File: src/rtl/ram_slot_pkg.sv
// Package: shared widths and slot names for the RAM slot arbiter.
// Assumes a fixed period of 2**SLOT_W master cycles with two-cycle slots.
package ram_slot_pkg;
    localparam int SLOT_W = 2;
    localparam int PERIOD = 1 << SLOT_W;

    typedef enum logic [SLOT_W-1:0] {
        SL_CPU_OPEN  = 2'd0,
        SL_CPU_CLOSE = 2'd1,
        SL_VID_OPEN  = 2'd2,
        SL_VID_CLOSE = 2'd3
    } slot_e;
endpackage

File: src/rtl/wrap_counter.sv
// Module: free-running modulo-2**W counter with a reset preload.
// Assumes load_val is only meaningful while rst_n is low; rst_n is synchronous.
module wrap_counter #(
    parameter int W = 2
) (
    input  logic         clk,
    input  logic         rst_n,
    input  logic [W-1:0] load_val,
    output logic [W-1:0] cnt
);
    // Preload on reset, otherwise step by one and wrap naturally.
    always_ff @(posedge clk) begin
        if (!rst_n) cnt <= load_val;
        else        cnt <= cnt + 1'b1;
    end

    // each counter steps by exactly one per clock outside reset
    a_r3_counter_step: assert property (@(posedge clk) disable iff (!rst_n)
        1'b1 |=> cnt == $past(cnt) + 1'b1);
endmodule

File: src/rtl/cpu_slot_gate.sv
// Module: admits CPU requests only at the opening cycle of the CPU slot.
// Acknowledges in the closing CPU cycle and stalls the CPU at all other times.
// Assumes the CPU holds its request until it sees the acknowledge.
module cpu_slot_gate
    import ram_slot_pkg::*;
(
    input  logic              clk,
    input  logic              rst_n,
    input  logic [SLOT_W-1:0] slot_idx,
    input  logic              cpu_req,
    output logic              cpu_ack,
    output logic              cpu_stall
);
    logic granted_q;

    // Capture a request only when it is present at the CPU slot opening.
    always_ff @(posedge clk) begin
        if (!rst_n) granted_q <= 1'b0;
        else        granted_q <= cpu_req && (slot_idx == SL_CPU_OPEN);
    end

    // Acknowledge during the closing CPU cycle of a granted slot.
    always_comb cpu_ack = granted_q && (slot_idx == SL_CPU_CLOSE);

    // Stall whenever a request is pending without an acknowledge.
    always_comb cpu_stall = cpu_req && !cpu_ack;

    // a request at the slot opening is acknowledged on the next cycle
    a_r6_grant_next: assert property (@(posedge clk) disable iff (!rst_n)
        (cpu_req && slot_idx == SL_CPU_OPEN) |=> cpu_ack);

    // acknowledge only ever appears in the closing CPU cycle
    a_r6_ack_cycle1: assert property (@(posedge clk) disable iff (!rst_n)
        cpu_ack |-> slot_idx == SL_CPU_CLOSE);

    // acknowledge never lasts two cycles in a row
    a_r7_ack_single: assert property (@(posedge clk) disable iff (!rst_n)
        cpu_ack |=> !cpu_ack);
endmodule

File: src/rtl/ram_slot_arbiter.sv
// Module: top of the interleaved RAM slot arbiter.
// A slot counter and an independent video phase counter run side by side.
// Their reset preload sets one of four fixed alignments.
// Assumes align_i is stable during reset and the CPU holds requests until acknowledged.
module ram_slot_arbiter
    import ram_slot_pkg::*;
(
    input  logic              clk,
    input  logic              rst_n,
    input  logic [1:0]        align_i,
    input  logic              cpu_req_i,
    output logic [1:0]        slot_idx_o,
    output logic              cpu_slot_o,
    output logic [1:0]        vid_phase_o,
    output logic              vfetch_o,
    output logic [1:0]        phase_diff_o,
    output logic              cpu_ack_o,
    output logic              cpu_stall_o
);
    logic [SLOT_W-1:0] slot_q;
    logic [SLOT_W-1:0] vphase_q;

    // RAM slot sequencer, cleared on reset.
    wrap_counter #(.W(SLOT_W)) u_slot_cnt (
        .clk      (clk),
        .rst_n    (rst_n),
        .load_val ('0),
        .cnt      (slot_q)
    );

    // Video quarter counter, preloaded with the alignment offset on reset.
    wrap_counter #(.W(SLOT_W)) u_vphase_cnt (
        .clk      (clk),
        .rst_n    (rst_n),
        .load_val (align_i),
        .cnt      (vphase_q)
    );

    // CPU admission, acknowledge and stall.
    cpu_slot_gate u_gate (
        .clk       (clk),
        .rst_n     (rst_n),
        .slot_idx  (slot_q),
        .cpu_req   (cpu_req_i),
        .cpu_ack   (cpu_ack_o),
        .cpu_stall (cpu_stall_o)
    );

    // Slot ownership and video strobe decode from the slot index.
    always_comb begin
        slot_idx_o = slot_q;
        cpu_slot_o = (slot_q == SL_CPU_OPEN) || (slot_q == SL_CPU_CLOSE);
        vfetch_o   = (slot_q == SL_VID_OPEN);
    end

    // Report the alignment distance between the two counters.
    always_comb begin
        vid_phase_o  = vphase_q;
        phase_diff_o = vphase_q - slot_q;
    end

    // the alignment distance never drifts once out of reset
    a_r4_diff_stable: assert property (@(posedge clk) disable iff (!rst_n)
        1'b1 |=> $stable(phase_diff_o));

    // the fetch strobe is a single pulse followed by the closing video cycle
    a_r9_fetch_pulse: assert property (@(posedge clk) disable iff (!rst_n)
        vfetch_o |=> (!vfetch_o && slot_idx_o == SL_VID_CLOSE));

    // CPU ownership ends two cycles after the slot opens
    a_r2_cpu_window: assert property (@(posedge clk) disable iff (!rst_n)
        (slot_idx_o == SL_CPU_CLOSE) |=> !cpu_slot_o);
endmodule

File: config.mk
export PLATFORM = sky130hd
export DESIGN_NAME = ram_slot_arbiter
export DESIGN_NICKNAME = d
export VERILOG_FILES = /design/src/rtl/ram_slot_pkg.sv /design/src/rtl/wrap_counter.sv /design/src/rtl/cpu_slot_gate.sv /design/src/rtl/ram_slot_arbiter.sv
export SDC_FILE = /design/constraint.sdc
export NUM_CORES = 1
export LEC_CHECK = 0
export ABC_AREA = 1
export BUFFER_PORTS_ARGS = -buffer_cell sky130_fd_sc_hd__buf_2
export CORE_AREA = 2 2 39 41
export CTS_CLUSTER_SIZE = 20
export DETAILED_ROUTE_END_ITERATION = 10
export DIE_AREA = 0 0 41 43
export RECOVER_POWER = 100
export REMOVE_ABC_BUFFERS = 1
export SLEW_MARGIN = 10
export SYNTH_ARGS = -nofsm -noshare
export SYNTH_HDL_FRONTEND = slang
export SYNTH_SLANG_ARGS = --single-unit
File: constraint.sdc
create_clock -name clk -period 0.97 [get_ports clk]
set_input_delay 0.097 -clock clk [delete_from_list [all_inputs] [get_ports clk]]
set_output_delay 0.097 -clock clk [all_outputs]
set_load 0.005 [all_outputs]
==> summary.md, run 1 <==
| Metric | Value |
|---|---|
| Slew @ Worst Pin | 0.123 ns |
| # hold bufs at CTS | 0 |
| P per Cell Area | 1340 nW/um^2 |
| Die width | a little over 40 um |
| CP arrival | between 1 and 1.5 ns |
| Top-count cell post-synth | nand2_1 |
| Top_reg_cell synth | dfxtp_1 |
| Synthesized area per cell | slightly below 7 sq um |
| CP max stage delay | between 0.3 and 0.4 ns |
| GR Overflow Total | 0 |
| Worst Setup Start Kind | flop |
| Reg clk slew, reported paths | 0.04 ns |
| Sequential group share of total power | 33.8% |
| Iter 0 DRT Violations | 3 |
| Max cap viols | 0 |
| Io pins | 15 |
| Clock power frac | around 31% |
| Seq/Total Area, Yosys | between 30% and 40% |
| Worst Slack Setup Final | -0.261 ns |
| Synth top area cells | dfxtp_1 37%, ha_1 19%, nand2_1 18% |
| Switching Fraction | between 20% and 30% |
| Final wirelength | roughly 760 um |
| Logic gate share of total power | 34.9% |
| DIE AREA | approximately 1800 sq um |
| DR pass1 iterations | 2 |
| First-pass GRT wire length | about 1.2 mm |
| Port Buffers | 14 |
| Peak supply drop | between 0.6 and 0.7 mV |
| Unique masters post-synth | 9 |
| Clock Skew | roughly 0.0013 ns |
| Hold Vio Cnt, Final | 0 |
| RSZ-0062 raised after global routing | true |
| Share of post-route cells with drive strength above 1 | between 60% and 70% |
| Synthesized area | 269 sq um |
| Static Leak | ~0.29 nW |
| Met1 wire length | 299 um |
| Antenna diode count | 0 |
| Top cell type's share of synthesized area | between 30% and 40% |
| Ys Warns | 0 |
| Post-route ant nets | 0 |
| Pin count of the biggest net entering global routing | 5 |
| Worst hold-check path type | input pin to flop |
| Nets@finish | 75 |
| Setup TNS | -1.35 ns |
| H-tree depth | 1 |
| Final worst-path cycle share | 127% |
| Antenna violations before repair | 0 |
| Minimum clock period | between 1 and 1.5 ns |
| Crit-path cells | inv_4, ha_4, or2_1, buf_2 |
| Area delta synth->final | 106% |
| Fillers | ~150 |
| FFs w/ async S/R, synth | 0% |
| Core area | around 1400 sq um |
| Synth area leader | dfxtp_1 |
| Switching pwr | approximately 0.00021 W |
| Cell count after synthesis | 39 |
| WL met3 | around 43 um |
| Via/cell ratio | 3.68 |
| Critical Path RT | 0.87 ns |
| Crit Path Class | flop to output port |
| Number of global-route vias before repair | ~310 |
| List of most frequent post-synthesis cells | 13 x nand2_1, 8 x inv_1, 5 x dfxtp_1 |
| Gp weighted congestion | between 0.6 and 0.7 |
| Synth Register Bits | 5 |
| Initial core utilization | between 10% and 20% |
| DR WL/cell | roughly 9.3 um |
| Bufs on Longest Clock Path | 2 |
| Total CTS buffers | 3 |
| Top Family by Delay on Critical Path | flip-flops |
| Status | complete, but fails checks |
| Worst slew margin | just over 90% |
| CTS tree | done |
| P_int | 0.000528 W |
| Clk Latency, worst-skew pair | approximately 0.24 ns |
| Total number of vias | 298 |
| Critical path endpoint category | output port |
| Placed cell areas | slightly above 400 sq um |
| Final Instance Area | around 550 sq um |
| EDFF count, synth | 0 |
| F_max | slightly above 800 MHz |
| Crit path buf inv count | 2 |
| DR top layer | met3 |
| Final setup viols | 7 |
| HPWL after DPL | 509 um |
| Final Max Slew Viols | 0 |
| Root Buffer | clkbuf_4 |
| Crit-path slowest cell | dfxtp_2 |
| Clock sinks | 5 |
| Met2 wire length | a little over 400 um |
| Failing checks | negative setup slack |
| DIE HEIGHT | 43 um |
| Total global-route track usage | a little over a tenth |
| Num rows | 14 |
| Worst-path fanout max | 3 |
| DRC Markers | 0 |
## sequential cells by signal (all words and copies together) (netlist names)
name              flops
u_slot_cnt.cnt        2
u_gate.granted_q      1
u_vphase_cnt.cnt      2
## stage by stage
stage	hold slack (ns)	instances	setup WS, ns	total power, W	utilization [%]
2_1_floorplan	0.190	39	0.0126	0.000323	-
3_3_place_gp	0.298	75	-0.0539	0.000415	29.2
3_5_place_dp	0.308	75	-0.0926	0.000420	29.2
4_1_cts	0.0560	81	-0.250	0.000713	36.6
5_1_grt	0.0660	81	-0.306	0.000792	40.0
6_report	0.0642	81	-0.261	0.000742	40.0
## repair_timing
action                     CTS  global route
gates resized for setup     18            12
hold endpoints to repair     0             0
setup endpoints to repair    6             7
buffers inserted             2             1
pin swaps                    6             1
## placed cells by master, fill, tap and decap left out
master	Yosys	final
clkbuf_1	0	2
or2_1	1	1
nor2_2	0	1
nand2_2	0	2
buf_2	0	11
dfxtp_1	5	2
inv_2	2	4
dfxtp_2	0	2
buf_4	0	4
nand3_2	0	1
buf_6	0	6
inv_1	8	4
dfxtp_4	0	1
ha_4	0	4
nand2_1	13	10
nor2_1	3	2
inv_4	0	2
o21ai_1	1	1
nand2_4	0	1
nand3_1	2	1
clkbuf_4	0	3
## metal layers
metal	vias up	track usage, %
li1	165	-
met4	0	10.0
met2	9	16.6
met5	-	0
met3	0	1.57
met1	124	11.7
## layout make-up
class                   instances  area (sq um)  area share (%)
multi-input cells              24           201            36.4
repair buffers                 22           156            28.3
flip-flops and latches          5           106            19.2
inverters                      10          42.5            7.69
clock buffers                   4          26.3            4.75
well taps                      16          20.0            3.62
## power by group through the flow
stage          registers, W  clock network [W]   logic, W
2_1_floorplan      0.000248                  0  0.0000751
3_3_place_gp       0.000243                  0   0.000173
3_5_place_dp       0.000244                  0   0.000176
4_1_cts            0.000246           0.000246   0.000222
5_1_grt            0.000254           0.000249   0.000290
6_report           0.000251           0.000232   0.000259
## path summary, 6_finish.rpt
path	from	end	slack, ns	cells after the start
min reg2reg	u_vphase_cnt.cnt[1]	u_vphase_cnt.cnt[1]	0.57	3
max reg2reg	u_slot_cnt.cnt[0]	u_gate.granted_q	0.07	5
max	u_slot_cnt.cnt[1]	cpu_slot_o	-0.26	4
min	align_i[1]	u_vphase_cnt.cnt[1]	0.06	3
## cells by family (layout without fill, tap and decap cells)
group / Yosys count / count (layout) / share of synthesized area [%]
and+or+nand+nor: 19 / 19 / 28.4
DFF: 5 / 5 / 37.2
buffers and inverters: 10 / 36 / 14.0
adders and majority gates: 4 / 4 / 18.6
AOI/OAI and AO/OA: 1 / 1 / 1.86
## worst min-delay path, delay by kind of cell
| kind | cells | cell delay (ns) |
|---|---|---|
| buffers and inverters | 1 | 0.08 |
| AND/OR/NAND/NOR | 2 | 0.10 |
Power figures use the tool's default switching activity.
==> inputs of run 2 (changes only) <==
==> constraint.sdc (replaced) <==
create_clock -name clk -period 1.6 [get_ports clk]
set_input_delay 0.16 -clock clk [delete_from_list [all_inputs] [get_ports clk]]
set_output_delay 0.16 -clock clk [all_outputs]
set_load 0.005 [all_outputs]
==> run 2 against run 1 <==
  * The run now ends clean
  * Die area unchanged
  * Sequential power down 41%
  * Register-to-register slack gained 0.57 ns
  * Combinational power shrank 69%
  * Critical path type unchanged
  * Clock power decreased by 40%
  * Count of clock-buffer cells in the layout is the same
  * Final cell count fell by 9.9%
==> summary.md, run 2 (same netlist as run 1, synthesis figures left out) <==
| Metric | Value |
|---|---|
| Status | finished, final reports clean |
| Clock sinks | 5 (unchanged) |
| Area delta synth->final | 42.3% |
| Peak supply drop | 0.371 mV (-43%) |
| RR Startpoint | u_slot_cnt.cnt[0] |
| Total global-route track usage | 7.35% (-3.4 points) |
| Worst R2R End | u_slot_cnt.cnt[1] |
| Crit-path cells | inv_1, ha_1, or2_1, buf_2 |
| Worst-path fanout max | 5 (+2) |
| Crit path buf inv count | 2 (unchanged) |
| Switching Fraction | 26.6% (-2.3 points) |
| DRC Markers | 0 (unchanged) |
| Slew @ Worst Pin | 0.164 ns (+0.0413 ns) |
| Setup TNS | 0 ns (+1.35 ns) |
| CP arrival | 1.23 ns (+0.10 ns) |
| Pre-CTS WS | 0.455 ns (+0.548 ns) |
| Final worst-path cycle share | 86.9% |
| CP max stage delay | 0.39 ns (+0.04 ns) |
| Final setup viols | 0 (-7) |
| Switching pwr | 0.0000979 W (-54%) |
| Final wirelength | 488 um (-36%) |
| Core area | 1380 sq um (unchanged) |
| Reg clk slew, reported paths | 0.04 ns (about the same) |
| Sequential standard cell area | 100 sq um (-5.9%) |
| Total number of vias | 246 (-17%) |
| Die width | 41 um (unchanged) |
| Commonest cells after routing, fill and taps aside | 13 x nand2_1, 11 x buf_2, 10 x inv_1 |
| Worst hold-check path type | input pin to flop |
| Initial core utilization | 19.4% (unchanged) |
| Via/cell ratio | 3.37 (-8.4%) |
| # hold bufs at CTS | 0 (unchanged) |
| Total CTS buffers | 3 (unchanged) |
| P_int | 0.000270 W (-49%) |
| Sequential group share of total power | 40.0% (+6.2 points) |
| Final Non-Filler Cells | 73 (-9.9%) |
| Critical path endpoint category | output port |
| H-tree depth | 1 (unchanged) |
| Hold_sp | align_i[1] |
| GR Overflow Total | 0 (unchanged) |
| Num rows | 14 (unchanged) |
| Post_cts resized | 0 (-18) |
| DR WL/cell | 6.68 um (-28%) |
| Critical Path RT | 1.44 ns (+0.57 ns) |
| Fillers | 156 (+6.8%) |
| Logic gate share of total power | 21.9% (-13 points) |
| Placed Cells | 69 (-8.0%) |
| DR pass1 iterations | 2 (unchanged) |
| Setup Buffers After CTS | 0 (-2) |
| Multi-input gate area | 131 sq um (-35%) |
| CTS tree | done |
| Antenna diode count | 0 (unchanged) |
| F_max | just over 700 MHz |
| Worst setup endpoint | cpu_slot_o |
| Gp weighted congestion | 0.683 (+7.8%) |
| Nets@finish | 67 (-11%) |
| Post-route ant nets | 0 (unchanged) |
| Register-to-Register Setup Slack | 0.64 ns (+0.57 ns) |
| Worst path depth | 4 (unchanged) |
| Share of post-route cells with drive strength above 1 | 26.3% (-38 points) |
| Static Leak | 0.238 nW (-18%) |
| First-pass GRT wire length | 848 um (-32%) |
| Clock power frac | 38.1% (+6.8 points) |
| Top flop regs | u_slot_cnt.cnt (2), u_vphase_cnt.cnt (2), u_gate.granted_q (1) |
| RSZ-0062 raised after global routing | false |
| Iter 0 DRT Violations | 2 (-1) |
| Clk Latency, worst-skew pair | 0.23 ns (about the same) |
| Worst Slack Setup Final | 0.209 ns (+0.470 ns) |
| Final Max Slew Viols | 0 (unchanged) |
| Pin count of the biggest net entering global routing | 6 (+1) |
| P per Cell Area | 962 nW/um^2 (-28%) |
| Port Buffers | 14 (unchanged) |
| Crit-path slowest cell | dfxtp_1 |
| HPWL after DPL | 425 um (-17%) |
| Bufs on Longest Clock Path | 2 (unchanged) |
| DIE HEIGHT | 43 um (unchanged) |
| Root Buffer | clkbuf_4 |
| Crit Path Class | flop to output port |
| Io pins | 15 (unchanged) |
| DIE AREA | 1760 sq um (unchanged) |
| Worst r2r path cells | 4 (-1) |
| Origin of the worst setup path | u_slot_cnt.cnt[0] |
| Worst Setup Start Kind | flop |
| Top Family by Delay on Critical Path | flip-flops |
| Clock Skew | 0.00124 ns (-0.0000783 ns) |
| Hold Vio Cnt, Final | 0 (unchanged) |
| Commonest non-fill, non-tap cell in the layout | nand2_1 |
| Antenna violations before repair | 0 (unchanged) |
| Minimum clock period | about 1.4 ns |
| Worst slew margin | 89.1% (-2.8 points) |
| Number of global-route vias before repair | 226 (-27%) |
| Max cap viols | 0 (unchanged) |
run 2: cell types whose count changed in the layout (fill, tap and decap cells not counted), moves of 4 or more:
cell	before	now
ha_4	4	0
buf_6	6	0
inv_2	4	0
inv_1	4	10
ha_1	0	4
buf_4	4	0
run 2: how the worst min path moves through the flow:
stage | endpoint | depth (start not counted)
floorplan | u_slot_cnt.cnt[1] | 2
global placement | u_vphase_cnt.cnt[1] | 3
detailed placement | u_vphase_cnt.cnt[1] | 3
CTS | u_vphase_cnt.cnt[1] | 3
global route | u_vphase_cnt.cnt[1] | 3
finish | u_vphase_cnt.cnt[1] | 3
run 2: layer usage:
| layer | wire length (um) | track usage [%] | part of all wire (%) | up-vias |
|---|---|---|---|---|
| li1 | - | - | - | 148 |
| met1 | 243 | 9.42 | 50 | 89 |
| met2 | 194 | 8.75 | 40 | 9 |
| met3 | 49 | 2.09 | 10 | 0 |
| met4 | 0 | 8.00 | 0 | 0 |
| met5 | 0 | 0 | 0 | - |
run 2: cell type report:
cell class | count | area share (%)
Clock buffer | 4 | 6.86
Sequential cell | 5 | 26.1
Inverter | 10 | 9.80
Timing Repair Buffer | 14 | 17.6
Multi-Input combinational cell | 24 | 34.3
Tap cell | 16 | 5.23
run 2: power by group through the flow:
| stage | sequential [W] | combinational (W) | clock, W |
|---|---|---|---|
| 6_report | 0.000147 | 0.0000808 | 0.000140 |
| 3_3_place_gp | 0.000150 | 0.0000843 | 0 |
| 2_1_floorplan | 0.000150 | 0.0000455 | 0 |
| 5_1_grt | 0.000149 | 0.0000967 | 0.000153 |
| 3_5_place_dp | 0.000150 | 0.0000842 | 0 |
| 4_1_cts | 0.000148 | 0.0000846 | 0.000147 |
run 2: worst register-to-register path, cell delays in order (launching register included):
cell and delay (ns):
dfxtp_1 0.39, inv_1 0.08, ha_1 0.29, nand2_1 0.06
inv_1 0.03
run 2: metrics by stage:
| stage | instance area [sq um] | hold slack (ns) | util, % | total power (W) |
|---|---|---|---|---|
| 2_1_floorplan | 269 | 0.253 | - | 0.000196 |
| 3_5_place_dp | 359 | 0.361 | 25.9 | 0.000235 |
| 5_1_grt | 383 | 0.138 | 27.7 | 0.000398 |
| 4_1_cts | 385 | 0.112 | 27.8 | 0.000380 |
| 6_report | 383 | 0.118 | 27.7 | 0.000368 |
| 3_3_place_gp | 359 | 0.360 | 25.9 | 0.000234 |
==> inputs of run 3 (changes only) <==
==> constraint.sdc (replaced) <==
create_clock -name clk -period 1.6 [get_ports clk]
set_input_delay 0.16 -clock clk [delete_from_list [all_inputs] [get_ports clk]]
set_output_delay 0.16 -clock clk [all_outputs]
set_load 0.05 [all_outputs]
==> run 3 against run 2 <==
  * Power rose by 26%
  * First-iteration DRC count rose by 50%
  * Sequential power barely moved
  * Die area did not move
  * Sequential share of layout area rose by 0.17 points
  * Register-to-register slack barely moved
  * Count of clock-buffer cells in the layout did not move
  * Clock power barely moved
  * Critical endpoint unchanged
==> summary.md, run 3 (same netlist as run 1, synthesis figures left out) <==
| Metric | Value |
|---|---|
| Max cap viols | 0 (unchanged) |
| Gp weighted congestion | 0.683 (unchanged) |
| Slew @ Worst Pin | 0.604 ns (+0.440 ns) |
| # hold bufs at CTS | 0 (unchanged) |
| Peak supply drop | 0.414 mV (+11%) |
| Minimum clock period | 1.50 ns (+0.114 ns) |
| Final hold slack | 0.118 ns (unchanged) |
| Busiest grt layer | met1 |
| Crit-path slowest cell | dfxtp_1 |
| F_max | 665 MHz (-7.6%) |
| Sequential standard cell area | 100 sq um (unchanged) |
| Io pins | 15 (unchanged) |
| Placed cell areas | 359 sq um (unchanged) |
| P per Cell Area | 1220 nW/um^2 (+26%) |
| Iter 0 DRT Violations | 3 (+1) |
| Die width | 41 um (unchanged) |
| Worst Slack Setup Final | 0.0954 ns (-0.114 ns) |
| Num rows | 14 (unchanged) |
| Total CTS buffers | 3 (unchanged) |
| Antenna violations before repair | 0 (unchanged) |
| Crit Path Class | flop to output port |
| Total number of vias | 249 (+1.2%) |
| Static Leak | 0.230 nW (-3.1%) |
| Port Buffers | 14 (unchanged) |
| Worst-path fanout max | 5 (unchanged) |
| Via/cell ratio | 3.41 (+1.2%) |
| Multi-input gate area | 131 sq um (unchanged) |
| Post_cts resized | 0 (unchanged) |
| Antenna diode count | 0 (unchanged) |
| HPWL after DPL | 425 um (unchanged) |
| Worst hold-check path type | input pin to flop |
| CP max stage delay | 0.39 ns (about the same) |
| Setup Buffers After CTS | 0 (unchanged) |
| Worst slew margin | 59.9% (-29 points) |
| DIE HEIGHT | 43 um (unchanged) |
| CTS tree | done |
| Final wirelength | 490 um (+0.41%) |
| Util after Layout | 27.5% (-0.18 points) |
| Commonest non-fill, non-tap cell in the layout | nand2_1 |
| RSZ-0062 raised after global routing | false |
| Commonest cells after routing, fill and taps aside | 13 x nand2_1, 8 x inv_1, 6 x clkbuf_2 |
| CP arrival | 1.34 ns (+0.11 ns) |
| Fillers | 157 (+0.64%) |
| Area delta synth->final | 41.4% |
| Hold Vio Cnt, Final | 0 (unchanged) |
| Grt met3 use | 2.09% (unchanged) |
| Final Instance Area | 380 sq um (-0.65%) |
| Worst r2r path cells | 4 (unchanged) |
| Nets@finish | 67 (unchanged) |
| Final Max Slew Viols | 0 (unchanged) |
| Pin count of the biggest net entering global routing | 6 (unchanged) |
| Clk Latency, worst-skew pair | 0.23 ns (about the same) |
| Final setup viols | 0 (unchanged) |
| Worst Setup Start Kind | flop |
| Total global-route track usage | 7.35% (unchanged) |
| Clock sinks | 5 (unchanged) |
| Reg clk slew, reported paths | 0.04 ns (about the same) |
| Initial core utilization | 19.4% (unchanged) |
| Final worst-path cycle share | 94.0% (+7.1 points) |
| DIE AREA | 1760 sq um (unchanged) |
| GR Overflow Total | 0 (unchanged) |
| Crit-path cells | inv_1, ha_1, or2_1, clkbuf_2 |
| DRC Markers | 0 (unchanged) |
| Global Route met1 Usage | 9.42% (unchanged) |
| Top flop regs | u_slot_cnt.cnt (2), u_vphase_cnt.cnt (2), u_gate.granted_q (1) |
| Worst path depth | 4 (unchanged) |
| Hold path depth | 3 (unchanged) |
| Critical Path RT | 1.44 ns (about the same) |
| Bufs on Longest Clock Path | 2 (unchanged) |
| Top Family by Delay on Critical Path | flip-flops |
| Number of global-route vias before repair | 226 (unchanged) |
| H-tree depth | 1 (unchanged) |
| Post-route ant nets | 0 (unchanged) |
| Status | finished, final reports clean |
| Crit path buf inv count | 2 (unchanged) |
| Clock Skew | 0.00124 ns (unchanged) |
| Share of post-route cells with drive strength above 1 | 26.3% (unchanged) |
| Critical path endpoint category | output port |
| DR pass1 iterations | 3 (+1) |
| First-pass GRT wire length | 848 um (unchanged) |
| DR WL/cell | 6.71 um (+0.41%) |
| GRT met2 Usage | 8.75% (unchanged) |
| Core area | 1380 sq um (unchanged) |
| Root Buffer | clkbuf_4 |
| Pre-CTS WS | 0.370 ns (-0.0853 ns) |
==> run 3: cell type report <==
cell class	instances	share of cell area, %
sequential	5	26.3
timing repair buffer	14	17.1
clock buffer	4	6.91
multi-input combinational	24	34.5
inverter	10	9.87
tap	16	5.26
==> run 3: final timing paths <==
| check | from | to | slack, ns |
|---|---|---|---|
| worst max-delay path | u_slot_cnt.cnt[0] | cpu_slot_o | 0.1 |
| worst min-delay path | align_i[1] | u_vphase_cnt.cnt[1] | 0.12 |
| worst max register to register | u_slot_cnt.cnt[0] | u_slot_cnt.cnt[1] | 0.64 |
| worst min register to register | u_slot_cnt.cnt[0] | u_slot_cnt.cnt[0] | 0.48 |
==> run 3: where the power goes <==
| part | switching (W) | internal, W |
|---|---|---|
| clock network | 0.0000462 | 0.0000939 |
| logic | 0.000136 | 0.0000382 |
| registers | 0.0000114 | 0.000137 |
==> run 3: metrics by stage <==
stage	std cells	setup TNS, ns	total power (W)
global route	73	0	0.000493
CTS	73	0	0.000474
finish	73	0	0.000462
global placement	69	0	0.000329
floorplan	39	-0.480	0.000291
detailed placement	69	0	0.000329
==> run 3: routing by layer <==
metal  vias up  wire [um]
li1        149          -
met1        91        244
met2         9        197
met3         0         48
met4         0          0
met5         -          0
==> run 3: tightest hold or removal path: stages <==
cell and delay (ns):
buf_2 0.07, nand2_1 0.04, nand2_1 0.05
